`config.mk`:
```
export PLATFORM = sky130hd
export DESIGN_NAME = sg_desc_builder
export DESIGN_NICKNAME = d
export VERILOG_FILES = /design/src/rtl/sgb_pkg.sv /design/src/rtl/sgb_seg_split.sv /design/src/rtl/sgb_desc_pack.sv /design/src/rtl/sg_desc_builder.sv
export SDC_FILE = /design/constraint.sdc
export NUM_CORES = 1
export LEC_CHECK = 0
export BUFFER_PORTS_ARGS = -buffer_cell sky130_fd_sc_hd__buf_2
export CAP_MARGIN = 20
export CORE_MARGIN = 8
export CORE_UTILIZATION = 35
export CTS_BUF_LIST = sky130_fd_sc_hd__clkbuf_8
export CTS_CLUSTER_SIZE = 8
export DETAILED_ROUTE_END_ITERATION = 12
export PLACE_DENSITY = 0.63
export SLEW_MARGIN = 20
export SYNTH_ARGS = -nofsm -noshare
export SYNTH_HDL_FRONTEND = slang
export SYNTH_SLANG_ARGS = --single-unit
```
`constraint.sdc`:
```
create_clock -name clk_i -period 6.1 [get_ports clk_i]
set_clock_uncertainty 0.05 [all_clocks]
set_input_delay 1.525 -clock clk_i [delete_from_list [all_inputs] [get_ports clk_i]]
set_output_delay 1.525 -clock clk_i [all_outputs]
set_load 0.01 [all_outputs]
```
`src/rtl/sgb_pkg.sv`:
```
package sgb_pkg;
  localparam logic [7:0] ATTR_XFER = 8'h21;
  localparam logic [7:0] ATTR_END  = 8'h03;
  localparam int         FIELD_W   = 16;

  typedef enum logic [2:0] {
    ST_IDLE,
    ST_HEAD,
    ST_BODY,
    ST_END,
    ST_DRAIN
  } sgb_state_e;
endpackage

```
`src/rtl/sgb_seg_split.sv`:
```
module sgb_seg_split #(
  parameter int LEN_W = 17
) (
  input  logic [31:0]      addr_i,
  input  logic [LEN_W-1:0] len_i,
  output logic [LEN_W-1:0] head_o,
  output logic [31:0]      body_addr_o,
  output logic [LEN_W-1:0] body_len_o
);
  logic [1:0]       lead;
  logic [LEN_W-1:0] lead_w;

  always_comb begin
    lead        = 2'd0 - addr_i[1:0];  // bytes up to next word boundary
    lead_w      = LEN_W'(lead);
    head_o      = (len_i < lead_w) ? len_i : lead_w;
    body_addr_o = addr_i + 32'(head_o);
    body_len_o  = len_i - head_o;
  end
endmodule

```
`src/rtl/sgb_desc_pack.sv`:
```
module sgb_desc_pack
  import sgb_pkg::*;
(
  input  logic               is_end_i,
  input  logic [31:0]        addr_i,
  input  logic [FIELD_W-1:0] len_i,
  output logic [31:0]        hi_o,
  output logic [31:0]        lo_o
);
  always_comb begin
    if (is_end_i) begin
      hi_o = '0;
      lo_o = {24'h0, ATTR_END};
    end else begin
      hi_o = addr_i;
      lo_o = {len_i, 8'h00, ATTR_XFER};
    end
  end
endmodule

```
`src/rtl/sg_desc_builder.sv`:
```
module sg_desc_builder
  import sgb_pkg::*;
#(
  parameter  int MAX_SEGS = 128,
  parameter  int MAX_LEN  = 65536,
  localparam int LEN_W    = $clog2(MAX_LEN + 1),
  localparam int CNT_W    = $clog2(MAX_SEGS + 1),
  localparam int IDX_W    = $clog2(2 * MAX_SEGS + 2)
) (
  input  logic             clk_i,
  input  logic             rst_ni,
  input  logic             seg_valid_i,
  output logic             seg_ready_o,
  input  logic [31:0]      seg_addr_i,
  input  logic [LEN_W-1:0] seg_len_i,
  input  logic             seg_last_i,
  input  logic [31:0]      bounce_base_i,
  output logic             wr_en_o,
  output logic [IDX_W-1:0] wr_idx_o,
  output logic [31:0]      wr_lo_o,
  output logic [31:0]      wr_hi_o,
  output logic [IDX_W-1:0] desc_count_o,
  output logic             overflow_o,
  output logic             done_o
);
  sgb_state_e       state_q;
  logic [31:0]      addr_q;
  logic [LEN_W-1:0] len_q;
  logic             last_q;
  logic [CNT_W-1:0] seg_cnt_q, split_cnt_q;
  logic [IDX_W-1:0] desc_cnt_q;
  logic             fresh_q, ovf_q;

  logic [LEN_W-1:0] head, body_len;
  logic [31:0]      body_addr, slot_addr, pk_addr;
  logic [FIELD_W-1:0] pk_len;
  logic             pk_end, accept, bad;
  logic [CNT_W-1:0] seg_eff, split_eff;
  logic [IDX_W-1:0] desc_eff;

  sgb_seg_split #(.LEN_W(LEN_W)) u_split (
    .addr_i      (addr_q),
    .len_i       (len_q),
    .head_o      (head),
    .body_addr_o (body_addr),
    .body_len_o  (body_len)
  );

  sgb_desc_pack u_pack (
    .is_end_i (pk_end),
    .addr_i   (pk_addr),
    .len_i    (pk_len),
    .hi_o     (wr_hi_o),
    .lo_o     (wr_lo_o)
  );

  always_comb begin
    seg_ready_o = (state_q == ST_IDLE) || (state_q == ST_DRAIN);
    accept      = seg_valid_i && seg_ready_o;
    seg_eff     = fresh_q ? '0 : seg_cnt_q;
    split_eff   = fresh_q ? '0 : split_cnt_q;
    desc_eff    = fresh_q ? '0 : desc_cnt_q;
    bad         = (seg_len_i > LEN_W'(MAX_LEN)) || (seg_eff == CNT_W'(MAX_SEGS));
    slot_addr   = bounce_base_i + (32'(split_cnt_q) << 2);
    wr_en_o     = 1'b0;
    pk_end      = 1'b0;
    pk_addr     = body_addr;
    pk_len      = body_len[FIELD_W-1:0];
    unique case (state_q)
      ST_HEAD: begin
        wr_en_o = (head != '0);
        pk_addr = slot_addr;
        pk_len  = head[FIELD_W-1:0];
      end
      ST_BODY: wr_en_o = (body_len != '0);
      ST_END: begin
        wr_en_o = 1'b1;
        pk_end  = 1'b1;
      end
      default: ;
    endcase
  end

  assign wr_idx_o     = desc_cnt_q;
  assign desc_count_o = desc_cnt_q;
  assign overflow_o   = ovf_q;
  assign done_o       = (state_q == ST_END);

  always_ff @(posedge clk_i or negedge rst_ni) begin
    if (!rst_ni) begin
      state_q     <= ST_IDLE;
      addr_q      <= '0;
      len_q       <= '0;
      last_q      <= 1'b0;
      seg_cnt_q   <= '0;
      split_cnt_q <= '0;
      desc_cnt_q  <= '0;
      fresh_q     <= 1'b1;
      ovf_q       <= 1'b0;
    end else begin
      unique case (state_q)
        ST_IDLE: if (accept) begin
          ovf_q       <= bad;
          seg_cnt_q   <= seg_eff + CNT_W'(1);
          split_cnt_q <= split_eff;
          desc_cnt_q  <= desc_eff;
          if (bad) begin
            fresh_q <= seg_last_i;
            state_q <= seg_last_i ? ST_IDLE : ST_DRAIN;
          end else begin
            fresh_q <= 1'b0;
            addr_q  <= seg_addr_i;
            len_q   <= seg_len_i;
            last_q  <= seg_last_i;
            state_q <= ST_HEAD;
          end
        end
        ST_HEAD: begin
          if (wr_en_o) begin
            desc_cnt_q  <= desc_cnt_q + IDX_W'(1);
            split_cnt_q <= split_cnt_q + CNT_W'(1);
          end
          state_q <= ST_BODY;
        end
        ST_BODY: begin
          if (wr_en_o) desc_cnt_q <= desc_cnt_q + IDX_W'(1);
          state_q <= last_q ? ST_END : ST_IDLE;
        end
        ST_END: begin
          desc_cnt_q <= desc_cnt_q + IDX_W'(1);
          fresh_q    <= 1'b1;
          state_q    <= ST_IDLE;
        end
        ST_DRAIN: if (accept && seg_last_i) begin
          fresh_q <= 1'b1;
          state_q <= ST_IDLE;
        end
        default: state_q <= ST_IDLE;
      endcase
    end
  end
endmodule

```
==> metrics.txt <==
type of the worst setup path=reg -> out; worst-skew pair later-pin latency=380 ps; Max VDD drop=0.000223 V; Finished Layout Cells=1240; post-synth top area share=0.301; worst path required time=4530 ps; Final ANT Viol Nets=0; GPL Wtd Cong=0.924; delay-heaviest family, CP=simple AND/OR/NAND/NOR gates; RSZ-0062 raised after global routing=no; PwrDens=517 nW/um^2; via count=6668; CTS tree=done; Post-synth top flop=dfrtp_1; multi-input gate area in the final layout=4350 um^2; Area Growth Syn to Fin=20.2%; Slew HR=0.316; Distinct cells, synth=72; total power=0.00408 W; Initial DRT Pass Iterations=5; antenna violations before repair=0; Ports=171; Placed Cells=1218; met1 GRT Util=0.232; fillers=1945; cts bufs inserted=9; asr flop ratio synth=1.00; HPWL Detailed=16.6 mm; Residual DRC=0; Root Buffer=clkbuf_8; Max-Cap Viols=0; final setup fails=0; Initial Util=0.354; critical-path maximum fanout=4; post-layout min period=5820 ps; M3 GR Usage=0.0375; Sink Count=80; row count=50; share of layout cells above drive strength 1=0.223; area of the die=23400 um^2; largest net degree at the start of global routing=59; number of DRC markers in iteration 0=432; routed wire length=21.5 mm; Inserted Diodes=0; FF/Latch Area=2000 um^2; GRT overflow=0; GR Util met2=0.292; number of I/O port buffers=156; CTS clk-pin slew, worst paths=90 ps; busiest grt layer=met2; synth cell count leaders=nand2_1, dfrtp_1, nor2_1, a21oi_1, o21ai_0; CP bufs+invs=2; Worst Max-Slew Pin Slew=1020 ps; sequential share of the synthesized area=0.305; Hold Path Class=reg -> reg; Synth Warn #=0; Final Hold Vio Count=0; Die X=153 um; Die Ht=153 um; maximum clock rate=0.172 GHz; Worst setup EP type=primary output; worst-case clock buffer depth=2; Post-Syn Area=6580 um^2; post-layout util=0.425; CP peak stage delay=400 ps; first-pass GRT wire length=34.4 mm; chain of cells forming the critical path=xnor2_1 > ha_1 > inv_1 > o2111ai_1 > or2_2 > nand2_1 > o21ai_0 > ha_2 > fa_2 > a211oi_2 > nor2_2 > o221a_2 > o31ai_4 > a21oi_2 > and3_1 > or3_1 > buf_2; Worst setup SP type=flop; final critical-path share of the clock period=0.954; Fin Hold WS=436 ps; Synth Area per Inst=7.80 um^2; most frequent cell after synthesis=nand2_1; Yosys reg bits=80; Setup TNS=0 ps; LEAKAGE=3.75 nW; Post-Syn Instances=843; Post-CTS Hold Buffers=0; H-Tree Depth=3; Slew Viols, Final=0; wire length per cell=17.4 um; drt via density=5.38; top cells by area, synth=dfrtp_1, nand2_1, ha_1; fin nets=1122; Worst Path Arrival=4240 ps; status=completed; EDFF count, synth=0; slowest library cell on the worst path=dfrtp_1; Core ar.=18600 um^2; vias in the first global route=6582; area leader, netlist=dfrtp_1; gr usage total=0.180
## power by group
part	internal, W	total [W]	leakage (nW)	switching (W)
sequential	0.000732	0.00101	1.02	0.000278
combinational	0.00102	0.00256	2.61	0.00154
clock	0.000277	0.000513	0.122	0.000236
total	0.00203	0.00408	3.75	0.00206
## routing by layer
metal | wire length, um | vias up
li1 | - | 3270
met1 | 9660 | 3146
met3 | 1320 | 35
met2 | 10000 | 217
met5 | 0 | -
met4 | 526 | 0
## cell families after synthesis
family          Yosys count  share of synthesized area
other cells               2                    0.00114
simple gates            393                      0.278
flops                    80                      0.305
fa+ha+maj                36                     0.0719
xor+xnor                 65                     0.0866
compound gates          188                      0.192
mux                       3                    0.00457
buf+inv                  76                     0.0607
## worst reg2reg max path, cell delays in order (launching register included)
cell and delay, ps:
dfrtp_1 400, xnor2_1 230, ha_1 270, inv_1 50, o2111ai_1 140, or2_2 350
nand2_1 80, o21ai_0 110, buf_4 170, ha_1 180, fa_2 390, and2b_1 240
nand4_1 130, xor2_1 270, o2111ai_2 220, o31a_1 420, buf_4 170, buf_4 130
a21o_1 150, a22o_1 180
## cell type report
| class | count | area share |
|---|---|---|
| Clock buffer | 9 | 0.0157 |
| Multi-Input combinational cell | 714 | 0.551 |
| Sequential cell | 80 | 0.254 |
| Timing Repair Buffer | 174 | 0.116 |
| Tap cell | 234 | 0.0371 |
| Inverter | 22 | 0.0105 |
| Clock inverter | 7 | 0.0160 |
## state kept, by name (all words and copies together), names as in the netlist
signal and cells:
split_cnt_q 8, addr_q 32, seg_cnt_q 8, state_q 3
overflow_o 1, last_q 1, desc_count_o 9, len_q 17
fresh_q 1
## what timing repair did
item                                    in CTS  in global routing
gates resized for setup                      2                 17
buffers inserted                             2                  4
hold endpoints to repair                     0                  0
endpoints found under the setup margin      12                 21
pin swaps                                    2                  5
## through the flow
| stage | instance area [um^2] | setup slack [ps] |
|---|---|---|
| after floorplan | 6680 | 402 |
| after global placement | 7530 | 334 |
| after detailed placement | 7530 | 177 |
| after CTS | 7800 | 9.61 |
| after global routing | 7900 | 91.5 |
| final | 7900 | 280 |
## worst paths after layout
kind	start	endpoint	slack, ps	cells past startpoint
max in group asynchronous	rst_ni	overflow_o	3950	2
min	addr_q[4]	addr_q[4]	440	2
min in group asynchronous	rst_ni	addr_q[13]	990	1
min reg2reg	addr_q[4]	addr_q[4]	440	2
max	addr_q[0]	wr_hi_o[28]	280	17
max reg2reg	addr_q[0]	desc_count_o[7]	1680	19
## layout by cell type, fill, tap and decap left out, drive strengths merged, types with 16 or more instances in the layout
cell type and n:
a21oi 44, conb 29, nand3 29, xor2 29, nand2 202, nor2 59
a211oi 16, o21ai 40, inv 23, buf 174, o22ai 20, nor3 16
dfrtp 79, xnor2 36, ha 33
(Power assumes the default switching activity.)
